[src/rtl/reasm_pkg.sv]
package reasm_pkg;
  localparam int HDR_BYTES = 20;
  localparam int HDR_KEEP  = HDR_BYTES - 2;
  localparam int LEN_W     = 32;
  localparam int TICK_W    = 64;
  localparam int ID_W      = 16;

  typedef enum logic [1:0] {
    ST_HDR     = 2'd0,
    ST_LOOKUP  = 2'd1,
    ST_PAYLOAD = 2'd2
  } parse_st_t;

  typedef enum logic [1:0] {
    ERR_SHORT  = 2'd0,
    ERR_RANGE  = 2'd1,
    ERR_NOCTX  = 2'd2,
    ERR_BADLEN = 2'd3
  } err_code_t;
endpackage

[src/rtl/reasm_hdr_parser.sv]
module reasm_hdr_parser
  import reasm_pkg::*;
(
  input  logic              clk,
  input  logic              rst_n,
  input  logic              in_valid,
  input  logic [7:0]        in_data,
  input  logic              in_last,
  output logic              in_ready,
  output logic [TICK_W-1:0] hdr_tick,
  output logic [ID_W-1:0]   hdr_id,
  output logic [LEN_W-1:0]  hdr_off,
  output logic [LEN_W-1:0]  hdr_len,
  output logic              lookup_cyc,
  output logic              pay_acc,
  output logic [LEN_W-1:0]  pay_idx,
  output logic              pkt_end,
  output logic              short_err
);
  localparam int HCNT_W = $clog2(HDR_BYTES);
  localparam int KEEP_W = 8 * HDR_KEEP;

  parse_st_t          st_q, st_n;
  logic [HCNT_W-1:0]  hcnt_q, hcnt_n;
  logic [KEEP_W-1:0]  hdr_q, hdr_n;
  logic [LEN_W-1:0]   pidx_q, pidx_n;
  logic               ready_q, ready_n;
  logic               acc, hdr_en, pidx_en;

  always_comb begin
    acc     = in_valid && ready_q;
    st_n    = st_q;
    hcnt_n  = hcnt_q;
    hdr_n   = {hdr_q[KEEP_W-9:0], in_data};
    pidx_n  = pidx_q;
    hdr_en  = 1'b0;
    pidx_en = 1'b0;
    case (st_q)
      ST_HDR: begin
        if (acc) begin
          hdr_en = 1'b1;
          if (in_last) begin
            hcnt_n = '0;
          end else if (hcnt_q == HCNT_W'(HDR_BYTES - 1)) begin
            hcnt_n = '0;
            st_n   = ST_LOOKUP;
          end else begin
            hcnt_n = hcnt_q + HCNT_W'(1);
          end
        end
      end
      ST_LOOKUP: begin
        st_n    = ST_PAYLOAD;
        pidx_n  = '0;
        pidx_en = 1'b1;
      end
      ST_PAYLOAD: begin
        if (acc) begin
          pidx_n  = pidx_q + LEN_W'(1);
          pidx_en = 1'b1;
          if (in_last) st_n = ST_HDR;
        end
      end
      default: st_n = ST_HDR;
    endcase
    ready_n = (st_n != ST_LOOKUP);
  end

  always_ff @(posedge clk or negedge rst_n) begin
    if (!rst_n) begin
      st_q    <= ST_HDR;
      hcnt_q  <= '0;
      ready_q <= 1'b0;
    end else begin
      st_q    <= st_n;
      hcnt_q  <= hcnt_n;
      ready_q <= ready_n;
    end
  end

  always_ff @(posedge clk) begin
    if (hdr_en)  hdr_q  <= hdr_n;
    if (pidx_en) pidx_q <= pidx_n;
  end

  assign in_ready   = ready_q;
  assign hdr_tick   = hdr_q[63:0];
  assign hdr_len    = hdr_q[95:64];
  assign hdr_off    = hdr_q[127:96];
  assign hdr_id     = hdr_q[143:128];
  assign lookup_cyc = (st_q == ST_LOOKUP);
  assign pay_acc    = acc && (st_q == ST_PAYLOAD);
  assign pay_idx    = pidx_q;
  assign pkt_end    = pay_acc && in_last;
  assign short_err  = acc && (st_q == ST_HDR) && in_last;

  // the stall after a header lasts a single cycle
  assert_ready_one_gap_R3: assert property (@(posedge clk) disable iff (!rst_n)
    (!in_ready && $past(in_ready)) |=> in_ready);
endmodule

[src/rtl/reasm_write_path.sv]
module reasm_write_path
  import reasm_pkg::*;
#(
  parameter int BUF_BYTES = 256,
  parameter int NUM_CTX   = 4,
  localparam int ADDR_W   = $clog2(BUF_BYTES),
  localparam int SLOT_W   = $clog2(NUM_CTX)
) (
  input  logic              clk,
  input  logic              rst_n,
  input  logic              pay_acc,
  input  logic [LEN_W-1:0]  pay_idx,
  input  logic [7:0]        pay_byte,
  input  logic [LEN_W-1:0]  hdr_off,
  input  logic [LEN_W-1:0]  hdr_len,
  input  logic              drop,
  input  logic [SLOT_W-1:0] cur_slot,
  input  logic              pkt_end,
  output logic              wr_en,
  output logic [SLOT_W-1:0] wr_slot,
  output logic [ADDR_W-1:0] wr_addr,
  output logic [7:0]        wr_data,
  output logic              end_in_range
);
  localparam int POS_W = LEN_W + 1;

  logic [POS_W-1:0]  pos;
  logic              in_range, wr_go;
  logic              ovf_q, ovf_n, ovf_en;
  logic              wr_en_q;
  logic [SLOT_W-1:0] wr_slot_q;
  logic [ADDR_W-1:0] wr_addr_q;
  logic [7:0]        wr_data_q;

  always_comb begin
    pos      = {1'b0, hdr_off} + {1'b0, pay_idx};
    in_range = pos < {1'b0, hdr_len};
    wr_go    = pay_acc && !drop && in_range;
    ovf_en   = pkt_end || (pay_acc && !in_range);
    ovf_n    = pkt_end ? 1'b0 : 1'b1;
  end

  always_ff @(posedge clk or negedge rst_n) begin
    if (!rst_n) begin
      ovf_q   <= 1'b0;
      wr_en_q <= 1'b0;
    end else begin
      if (ovf_en) ovf_q <= ovf_n;
      wr_en_q <= wr_go;
    end
  end

  always_ff @(posedge clk) begin
    if (wr_go) begin
      wr_slot_q <= cur_slot;
      wr_addr_q <= pos[ADDR_W-1:0];
      wr_data_q <= pay_byte;
    end
  end

  assign end_in_range = !ovf_q && in_range;
  assign wr_en   = wr_en_q;
  assign wr_slot = wr_slot_q;
  assign wr_addr = wr_addr_q;
  assign wr_data = wr_data_q;

  // a write follows an accepted payload byte by one cycle
  assert_wr_follows_accept_R2: assert property (@(posedge clk) disable iff (!rst_n)
    wr_en |-> $past(pay_acc));
endmodule

[src/rtl/reasm_ctx_table.sv]
module reasm_ctx_table
  import reasm_pkg::*;
#(
  parameter int BUF_BYTES = 256,
  parameter int NUM_CTX   = 4,
  localparam int SLOT_W   = $clog2(NUM_CTX)
) (
  input  logic              clk,
  input  logic              rst_n,
  input  logic              lookup_cyc,
  input  logic [TICK_W-1:0] hdr_tick,
  input  logic [ID_W-1:0]   hdr_id,
  input  logic [LEN_W-1:0]  hdr_len,
  input  logic              pkt_end,
  input  logic [LEN_W-1:0]  pay_idx,
  input  logic              end_in_range,
  input  logic              short_err,
  output logic              drop,
  output logic [SLOT_W-1:0] cur_slot,
  output logic              done_valid,
  output logic [SLOT_W-1:0] done_slot,
  output logic [TICK_W-1:0] done_tick,
  output logic [ID_W-1:0]   done_id,
  output logic [LEN_W-1:0]  done_len,
  output logic              err_valid,
  output logic [1:0]        err_code
);
  logic [NUM_CTX-1:0] valid_q;
  logic [TICK_W-1:0]  tick_q [NUM_CTX];
  logic [ID_W-1:0]    id_q   [NUM_CTX];
  logic [LEN_W-1:0]   len_q  [NUM_CTX];
  logic [LEN_W-1:0]   cnt_q  [NUM_CTX];

  logic [NUM_CTX-1:0] match_vec, free_vec;
  logic [SLOT_W-1:0]  match_idx, free_idx;
  logic               len_bad;
  logic               alloc_go, upd_go, release_go, done_go;
  logic [LEN_W:0]     bytes, sum;

  logic               drop_q, drop_n, new_q, new_n, cur_en;
  logic [SLOT_W-1:0]  slot_q, slot_n;
  logic               err_n, done_q, err_q;
  logic [1:0]         code_n, code_q;
  logic [SLOT_W-1:0]  dslot_q;
  logic [TICK_W-1:0]  dtick_q;
  logic [ID_W-1:0]    did_q;
  logic [LEN_W-1:0]   dlen_q;

  for (genvar g = 0; g < NUM_CTX; g++) begin : g_match
    assign match_vec[g] = valid_q[g] && (tick_q[g] == hdr_tick) && (id_q[g] == hdr_id);
    assign free_vec[g]  = !valid_q[g];
  end

  always_comb begin
    match_idx = '0;
    free_idx  = '0;
    for (int k = NUM_CTX - 1; k >= 0; k--) begin
      if (match_vec[k]) match_idx = SLOT_W'(k);
      if (free_vec[k])  free_idx  = SLOT_W'(k);
    end
  end

  always_comb begin
    len_bad    = (hdr_len == '0) || (hdr_len > LEN_W'(BUF_BYTES));
    bytes      = {1'b0, pay_idx} + (LEN_W + 1)'(1);
    sum        = {1'b0, cnt_q[slot_q]} + bytes;
    alloc_go   = 1'b0;
    upd_go     = 1'b0;
    release_go = 1'b0;
    done_go    = 1'b0;
    err_n      = 1'b0;
    code_n     = code_q;
    drop_n     = drop_q;
    new_n      = new_q;
    slot_n     = slot_q;
    cur_en     = 1'b0;
    if (short_err) begin
      err_n  = 1'b1;
      code_n = ERR_SHORT;
    end
    if (lookup_cyc) begin
      cur_en = 1'b1;
      new_n  = 1'b0;
      drop_n = 1'b0;
      if (len_bad) begin
        err_n  = 1'b1;
        code_n = ERR_BADLEN;
        drop_n = 1'b1;
      end else if (|match_vec) begin
        slot_n = match_idx;
      end else if (|free_vec) begin
        slot_n   = free_idx;
        new_n    = 1'b1;
        alloc_go = 1'b1;
      end else begin
        err_n  = 1'b1;
        code_n = ERR_NOCTX;
        drop_n = 1'b1;
      end
    end
    if (pkt_end && !drop_q) begin
      if (!end_in_range) begin
        err_n      = 1'b1;
        code_n     = ERR_RANGE;
        release_go = new_q;
      end else if (sum >= {1'b0, len_q[slot_q]}) begin
        done_go    = 1'b1;
        release_go = 1'b1;
      end else begin
        upd_go = 1'b1;
      end
    end
  end

  for (genvar g = 0; g < NUM_CTX; g++) begin : g_slot
    always_ff @(posedge clk or negedge rst_n) begin
      if (!rst_n) begin
        valid_q[g] <= 1'b0;
      end else if (alloc_go && (free_idx == SLOT_W'(g))) begin
        valid_q[g] <= 1'b1;
      end else if (release_go && (slot_q == SLOT_W'(g))) begin
        valid_q[g] <= 1'b0;
      end
    end

    always_ff @(posedge clk) begin
      if (alloc_go && (free_idx == SLOT_W'(g))) begin
        tick_q[g] <= hdr_tick;
        id_q[g]   <= hdr_id;
        len_q[g]  <= hdr_len;
        cnt_q[g]  <= '0;
      end else if (upd_go && (slot_q == SLOT_W'(g))) begin
        cnt_q[g]  <= sum[LEN_W-1:0];
      end
    end

    // an open context never holds its full length
    assert_count_below_len_R5: assert property (@(posedge clk) disable iff (!rst_n)
      valid_q[g] |-> (cnt_q[g] < len_q[g]));
  end

  always_ff @(posedge clk or negedge rst_n) begin
    if (!rst_n) begin
      drop_q <= 1'b0;
      new_q  <= 1'b0;
      slot_q <= '0;
      done_q <= 1'b0;
      err_q  <= 1'b0;
      code_q <= '0;
    end else begin
      if (cur_en) begin
        drop_q <= drop_n;
        new_q  <= new_n;
        slot_q <= slot_n;
      end
      done_q <= done_go;
      err_q  <= err_n;
      if (err_n) code_q <= code_n;
    end
  end

  always_ff @(posedge clk) begin
    if (done_go) begin
      dslot_q <= slot_q;
      dtick_q <= tick_q[slot_q];
      did_q   <= id_q[slot_q];
      dlen_q  <= len_q[slot_q];
    end
  end

  assign drop       = drop_q;
  assign cur_slot   = slot_q;
  assign done_valid = done_q;
  assign done_slot  = dslot_q;
  assign done_tick  = dtick_q;
  assign done_id    = did_q;
  assign done_len   = dlen_q;
  assign err_valid  = err_q;
  assign err_code   = code_q;

  // no two open contexts share a (tick, data id) pair
  assert_unique_match_R4: assert property (@(posedge clk) disable iff (!rst_n)
    lookup_cyc |-> $onehot0(match_vec));
  // completion only follows the last byte of a packet
  assert_done_after_last_R5: assert property (@(posedge clk) disable iff (!rst_n)
    done_valid |-> $past(pkt_end));
  // a packet never both completes and errors
  assert_done_err_excl_R6: assert property (@(posedge clk) disable iff (!rst_n)
    !(done_valid && err_valid));
endmodule

[src/rtl/reasm_engine.sv]
module reasm_engine
  import reasm_pkg::*;
#(
  parameter int BUF_BYTES = 256,
  parameter int NUM_CTX   = 4,
  localparam int ADDR_W   = $clog2(BUF_BYTES),
  localparam int SLOT_W   = $clog2(NUM_CTX)
) (
  input  logic              clk,
  input  logic              rst_n,
  input  logic              in_valid,
  output logic              in_ready,
  input  logic [7:0]        in_data,
  input  logic              in_last,
  output logic              wr_en,
  output logic [SLOT_W-1:0] wr_slot,
  output logic [ADDR_W-1:0] wr_addr,
  output logic [7:0]        wr_data,
  output logic              done_valid,
  output logic [SLOT_W-1:0] done_slot,
  output logic [63:0]       done_tick,
  output logic [15:0]       done_id,
  output logic [31:0]       done_len,
  output logic              err_valid,
  output logic [1:0]        err_code
);
  logic [TICK_W-1:0] hdr_tick;
  logic [ID_W-1:0]   hdr_id;
  logic [LEN_W-1:0]  hdr_off, hdr_len, pay_idx;
  logic              lookup_cyc, pay_acc, pkt_end, short_err;
  logic              drop, end_in_range;
  logic [SLOT_W-1:0] cur_slot;

  reasm_hdr_parser u_parser (
    .clk(clk), .rst_n(rst_n),
    .in_valid(in_valid), .in_data(in_data), .in_last(in_last), .in_ready(in_ready),
    .hdr_tick(hdr_tick), .hdr_id(hdr_id), .hdr_off(hdr_off), .hdr_len(hdr_len),
    .lookup_cyc(lookup_cyc), .pay_acc(pay_acc), .pay_idx(pay_idx),
    .pkt_end(pkt_end), .short_err(short_err)
  );

  reasm_write_path #(.BUF_BYTES(BUF_BYTES), .NUM_CTX(NUM_CTX)) u_wpath (
    .clk(clk), .rst_n(rst_n),
    .pay_acc(pay_acc), .pay_idx(pay_idx), .pay_byte(in_data),
    .hdr_off(hdr_off), .hdr_len(hdr_len), .drop(drop), .cur_slot(cur_slot),
    .pkt_end(pkt_end),
    .wr_en(wr_en), .wr_slot(wr_slot), .wr_addr(wr_addr), .wr_data(wr_data),
    .end_in_range(end_in_range)
  );

  reasm_ctx_table #(.BUF_BYTES(BUF_BYTES), .NUM_CTX(NUM_CTX)) u_ctx (
    .clk(clk), .rst_n(rst_n),
    .lookup_cyc(lookup_cyc), .hdr_tick(hdr_tick), .hdr_id(hdr_id), .hdr_len(hdr_len),
    .pkt_end(pkt_end), .pay_idx(pay_idx), .end_in_range(end_in_range),
    .short_err(short_err),
    .drop(drop), .cur_slot(cur_slot),
    .done_valid(done_valid), .done_slot(done_slot), .done_tick(done_tick),
    .done_id(done_id), .done_len(done_len),
    .err_valid(err_valid), .err_code(err_code)
  );
endmodule

[config.mk]
export PLATFORM = sky130hd
export DESIGN_NAME = reasm_engine
export DESIGN_NICKNAME = d
export VERILOG_FILES = /design/src/rtl/reasm_pkg.sv /design/src/rtl/reasm_hdr_parser.sv /design/src/rtl/reasm_write_path.sv /design/src/rtl/reasm_ctx_table.sv /design/src/rtl/reasm_engine.sv
export SDC_FILE = /design/constraint.sdc
export NUM_CORES = 1
export LEC_CHECK = 0
export ABC_AREA = 1
export BUFFER_PORTS_ARGS = -buffer_cell sky130_fd_sc_hd__buf_2
export CAP_MARGIN = 20
export CORE_ASPECT_RATIO = 1.4
export CORE_MARGIN = 2
export CORE_UTILIZATION = 50
export DETAILED_ROUTE_END_ITERATION = 8
export PLACE_DENSITY = 0.66
export SLEW_MARGIN = 15
export SYNTH_ARGS = -nofsm -noshare
export SYNTH_HDL_FRONTEND = slang
export SYNTH_SLANG_ARGS = --single-unit
[constraint.sdc]
create_clock -name clk -period 18 [get_ports clk]
set_input_delay 3.6 -clock clk [delete_from_list [all_inputs] [get_ports clk]]
set_output_delay 3.6 -clock clk [all_outputs]
set_load 0.01 [all_outputs]
==> impl_metrics.ini, run 1 <==
[hold_path]
min_to = u_parser.hdr_q[124]
min_from = u_parser.hdr_q[116]
whs_path_depth = 0
min_path_type = reg2reg

[yosys]
synthArstFlopShare_pct = 2.43
synth-main-ff-cell = edfxtp_1
synth_enable_flop_cells = 884
syn_nets = 4265
synth_cell_types = 59
synthesis.area_mm2 = 0.0441
syn_inst = 4122
synth-seq-cells = 906
ys_seq_area_share_pct = 61.4
syn_area_per_cell_um2 = 10.7
yosysWarnings = 0

[setup_path]
worst-path-max-fanout = 54
cp_common_cell = nand2_1
critPathBufInv = 7
r2r_cells = 34
slowest_stage = inv_4
timing.rr.end = u_ctx.cnt_q[1][19]
critPathTopFamily = buffers and inverters
critPathCaptureType = flip-flop
crit_arrival_ns = 8.35
rrSetupSlack_ns = 10.02
cp-start-kind = flip-flop
worstPathRequired_ns = 18.37
cp_slowest_stage_delay_ns = 0.69
r2r_start = u_ctx.cur_slot[0]
worstSetupPathType = reg2reg

[clock_tree]
clock_latency_ns = 0.73
clock_path_buffers = 3
cts_resized = 0
cts-root-buf = clkbuf_16
numClockSinks = 906
cts_tree = done
h-tree-depth = 3
clk_pin_slew_ns = 0.07
cts_inserted_buffers = 87
post_cts_buffers = 0
hold_buffers = 0

[detailed_routing]
viasPerCell = 6.29
dr.pass1.iters = 6
wire_per_inst_um = 36.2
drtAntennaViolNets = 0
vias = 35000
drt-total-wl_um = 202000
drc_errors = 0
drt_iter0_drc = 4299

[sta]
skew_ns = 0.0628
finalSetupTns_ns = 0
fin_ws_ns = 10.02
finalHoldViolCount = 0
final_max_slew_viol_count = 0
rsz0062_at_grt = no
finalSetupViolCount = 0
max_freq_mhz = 125
period_share_pct = 44.3
tightestPinTransition_ns = 1.37
min_period_ns = 7.98
slew-limit-headroom_pct = 8.66

[floorplan]
core_area_mm2 = 0.0873
die_area_mm2 = 0.0907
io_pins = 150
fp-row-count = 128
initial_core_util_pct = 50.6
die_y_um = 356
die_width_um = 255

[placement]
place_ws_ns = 10.15
dp_hpwl_um = 153000
gp_congestion = 1.12
port_buffers = 149

[global_routing]
grt_start_max_net_pins = 102
grt_pass1_wl_um = 272000
grt_pass1_vias = 33700
grt_use_total_pct = 45.0
grt_overflow_total = 0
grt_antenna_before_repair = 26

[finish]
area_growth_pct = 11.9
final_cell_mix = edfxtp_1, nand2_1, inv_1
final_common_cell = edfxtp_1
nNetsFinal = 4461
drive_above_1_share_pct = 9.93

[power]
power_mw = 4.56
ir_drop_mv = 0.0779
leakage_nw = 19.0
p_per_area_mw_per_mm2 = 92.3

[run_status]
status = finished clean

[run]
cap_violations = 0
[synth_stat cells, types with 4 or more instances]
library cell	n	area, µm²
o21ai_0	123	616
a221oi_1	13	114
or2_2	61	382
nand4_1	120	751
o21ai_1	4	20.0
a21oi_2	4	35.0
nand2_1	726	2730
edfxtp_1	884	26500
nor4_1	55	344
buf_6	12	135
clkbuf_1	55	206
a22oi_1	205	1540
a21boi_0	9	67.6
o21a_1	14	105
xnor2_1	56	490
ha_1	129	1610
o21ai_2	4	35.0
o21bai_1	6	45.0
xor2_1	95	832
a31oi_1	10	62.6
nand3_1	110	551
nand3b_1	8	60.1
and2_1	21	131
o2111ai_1	16	140
o22ai_1	24	150
nor2_1	460	1730
nor3b_1	19	143
a21o_1	6	45.0
dfrtp_1	22	551
o221ai_1	43	377
inv_1	525	1970
buf_1	18	67.6
nand2_2	6	37.5
nand2_4	7	78.8
a211oi_1	9	67.6
nor3_1	87	435
a21oi_1	111	556
nor2_2	6	37.5
o211ai_1	8	60.1
[worst register-to-register path: cells and delay by family (launching register included)]
kind / cells / cell delay (ns)
adder cells (fa/ha/maj): 3 / 0.98
XOR/XNOR: 1 / 0.24
flip-flops: 1 / 0.53
AND/OR/NAND/NOR: 15 / 1.93
AO/OA/AOI/OAI: 8 / 1.54
buffers and inverters: 7 / 2.34
[routing by layer]
layer / up-vias / global-route usage [%] / part of all wire (%) / routed length [µm]
li1: 14900 / - / - / -
met1: 17000 / 46.0 / 31 / 63300
met2: 2215 / 72.4 / 47 / 95000
met3: 809 / 12.4 / 8.4 / 16900
met4: 22 / 45.9 / 13 / 26100
met5: - / 0 / 0.11 / 223
[stage by stage]
step	utilization (%)	hold WS [ns]	cell area (µm²)	instances
5_1_grt	56.6	0.477	49400	5563
4_1_cts	56.4	0.458	49300	5556
3_3_place_gp	53.0	0.437	46300	5393
2_1_floorplan	-	0.433	44100	4122
6_report	56.6	0.458	49400	5572
3_5_place_dp	53.0	0.443	46300	5394
[registers in the layout (all words and copies together) (netlist names), 5 cells and up]
signal and cells:
u_ctx.cnt_q 128, u_ctx.done_id 16, u_ctx.done_len 32, u_ctx.done_tick 64
u_ctx.id_q 64, u_ctx.len_q 128, u_ctx.tick_q 256, u_parser.hcnt_q 5
u_parser.hdr_q 144, u_parser.pay_idx 32, u_wpath.wr_addr 8, u_wpath.wr_data 8
[layout make-up]
class | count | area (µm²)
timing repair buffer | 194 | 1110
tap | 1170 | 1460
inverter | 531 | 2030
fill | 7486 | 37900
sequential | 906 | 27100
antenna | 11 | 27.5
multi-input combinational | 2598 | 14700
clock inverter | 57 | 737
clock buffer | 105 | 2240
[worst max path at each step]
stage | startpoint | end | cells after the start
final | u_ctx.cur_slot[0] | u_ctx.cnt_q[1][19] | 34
after global placement | u_ctx.cur_slot[0] | u_ctx.done_tick[42] | 34
after floorplan | in_valid | u_parser.hdr_q[0] | 4
after detailed placement | u_ctx.cur_slot[0] | u_ctx.done_tick[16] | 34
after CTS | u_ctx.cur_slot[0] | u_ctx.cnt_q[1][30] | 34
after global routing | u_ctx.cur_slot[0] | u_ctx.done_id[8] | 34
[cell families after synthesis]
kind of cell	count (synthesis)	share of synthesized area [%]
flip-flops	906	61.4
adder cells (fa/ha/maj)	131	3.75
AO/OA/AOI/OAI	620	9.39
buffers and inverters	618	5.47
AND/OR/NAND/NOR	1696	17.0
XOR/XNOR	151	3.00
[power breakdown]
part	switching, mW	leakage (nW)	internal, mW
clock network	0.872	1.44	1.07
registers	0.0517	8.09	2.33
logic	0.181	9.47	0.0583
Note: power is estimated with default switching activity, not from simulation.
==> inputs of run 2 (changes only) <==
==> constraint.sdc (replaced) <==
create_clock -name clk -period 8.4 [get_ports clk]
set_input_delay 1.68 -clock clk [delete_from_list [all_inputs] [get_ports clk]]
set_output_delay 1.68 -clock clk [all_outputs]
set_load 0.01 [all_outputs]
==> impl_metrics.ini, run 2 (same netlist as run 1, synthesis figures left out) <==
[setup_path]
worst-path-max-fanout = 38
r2r_start = u_ctx.cur_slot[0]
critPathBufInv = 4
cp-start-kind = flip-flop
rrSetupSlack_ns = 1.26
crit_arrival_ns = 7.49
critPathTopFamily = simple AND/OR/NAND/NOR gates
worstSetupPathType = reg2reg
worstPathRequired_ns = 8.75
cp_slowest_stage_delay_ns = 0.88
r2r_cells = 32
critPathCaptureType = flip-flop
slowest_stage = nor2_4
cp_common_cell = nand2_1
timing.rr.end = u_ctx.cnt_q[3][21]

[power]
p_per_area_mw_per_mm2 = 199
power_mw = 9.84
switchingPower_mw = 2.37
ir_drop_mv = 0.193
p_sw_share_pct = 24.1
power_frac_seq_pct = 51.9
clkPwrFrac_pct = 43.0
p_int_mw = 7.47
leakage_nw = 19.0
combPwrFrac_pct = 5.1

[global_routing]
grt_pass1_vias = 34500
grt_overflow_total = 0
grt_use_total_pct = 46.0
grt_pass1_wl_um = 277000
grt_antenna_before_repair = 23
grt_start_max_net_pins = 102

[placement]
port_buffers = 149
dp_hpwl_um = 155000
gp_congestion = 1.14

[hold_path]
min_from = u_parser.hdr_q[111]
min_to = u_parser.hdr_q[119]
whs_path_depth = 0
min_path_type = reg2reg

[clock_tree]
clock_path_buffers = 3
cts-root-buf = clkbuf_16
hold_buffers = 0
cts_resized = 0
h-tree-depth = 3
cts_tree = done
clk_pin_slew_ns = 0.07
post_cts_buffers = 0
cts_inserted_buffers = 86
numClockSinks = 906
clock_latency_ns = 0.73

[sta]
skew_ns = 0.0464
period_share_pct = 84.9
min_period_ns = 7.14
finalHoldViolCount = 0
finalSetupTns_ns = 0
rsz0062_at_grt = no
max_freq_mhz = 140
tightestPinTransition_ns = 1.29
final_max_slew_viol_count = 0
slew-limit-headroom_pct = 14.2
finalSetupViolCount = 0

[finish]
final_util_pct = 56.6
top_regs = u_ctx.tick_q x256, u_parser.hdr_q x144
largest_register_ffs = 256
area_growth_pct = 12.0
final_common_cell = edfxtp_1
nNetsFinal = 4456
largest-register = u_ctx.tick_q
final_cell_mix = edfxtp_1, nand2_1, inv_1
drive_above_1_share_pct = 10.1

[detailed_routing]
wire_per_inst_um = 36.6
drt_iter0_drc = 4193
drc_errors = 0
viasPerCell = 6.30
dr.pass1.iters = 6
drtAntennaViolNets = 0
vias = 35100
drt-total-wl_um = 204000

[floorplan]
fp-row-count = 128
initial_core_util_pct = 50.6
die_area_mm2 = 0.0907
die_width_um = 255
io_pins = 150
die_y_um = 356
core_area_mm2 = 0.0873

[run_status]
status = finished clean

[run]
cap_violations = 0
## run 2: power by group through the flow
| stage | registers, mW | clock network, mW | logic [mW] |
|---|---|---|---|
| 3_3_place_gp | 5.19 | 0 | 0.468 |
| 2_1_floorplan | 5.14 | 0 | 0.254 |
| 5_1_grt | 5.10 | 4.38 | 0.525 |
| 6_report | 5.10 | 4.23 | 0.505 |
| 3_5_place_dp | 5.19 | 0 | 0.470 |
| 4_1_cts | 5.09 | 4.23 | 0.473 |
## run 2: worst max-delay path by stage
| stage | start | endpoint | slack, ns | depth (start not counted) |
|---|---|---|---|---|
| after floorplan | u_ctx.cur_slot[1] | u_ctx.done_id[0] | 1.26 | 30 |
| after global placement | u_ctx.cur_slot[0] | u_ctx.cnt_q[2][12] | 1.52 | 33 |
| after detailed placement | u_ctx.cur_slot[0] | u_ctx.cnt_q[0][12] | 1.42 | 33 |
| after CTS | u_ctx.cur_slot[0] | u_ctx.cnt_q[3][21] | 1.36 | 33 |
| after global routing | u_ctx.cur_slot[0] | u_ctx.cnt_q[0][8] | 0.82 | 33 |
| final | u_ctx.cur_slot[0] | u_ctx.cnt_q[3][21] | 1.26 | 32 |
## run 2: area by class of cell
cell class | count | area, µm²
diodes | 16 | 40.0
clock buffers | 94 | 2180
clock inverters | 67 | 847
fillers | 7502 | 37900
inverters | 531 | 2030
multi-input cells | 2598 | 14700
flip-flops and latches | 906 | 27100
well taps | 1170 | 1460
repair buffers | 190 | 1080
## run 2: metrics by stage
| step | hold WS [ns] | instances | worst slack (ns) | instance area [µm²] |
|---|---|---|---|---|
| after detailed placement | 0.442 | 5390 | 1.42 | 46300 |
| after global routing | 0.479 | 5557 | 0.815 | 49400 |
| after CTS | 0.457 | 5551 | 1.36 | 49300 |
| final | 0.457 | 5572 | 1.26 | 49400 |
| after global placement | 0.448 | 5389 | 1.52 | 46300 |
| after floorplan | 0.433 | 4122 | 1.26 | 44100 |
## run 2: layer usage
metal	wire length [µm]	track usage, %
met5	79	0
met4	28200	50.3
met3	18200	15.5
met2	95600	72.8
met1	61700	44.8
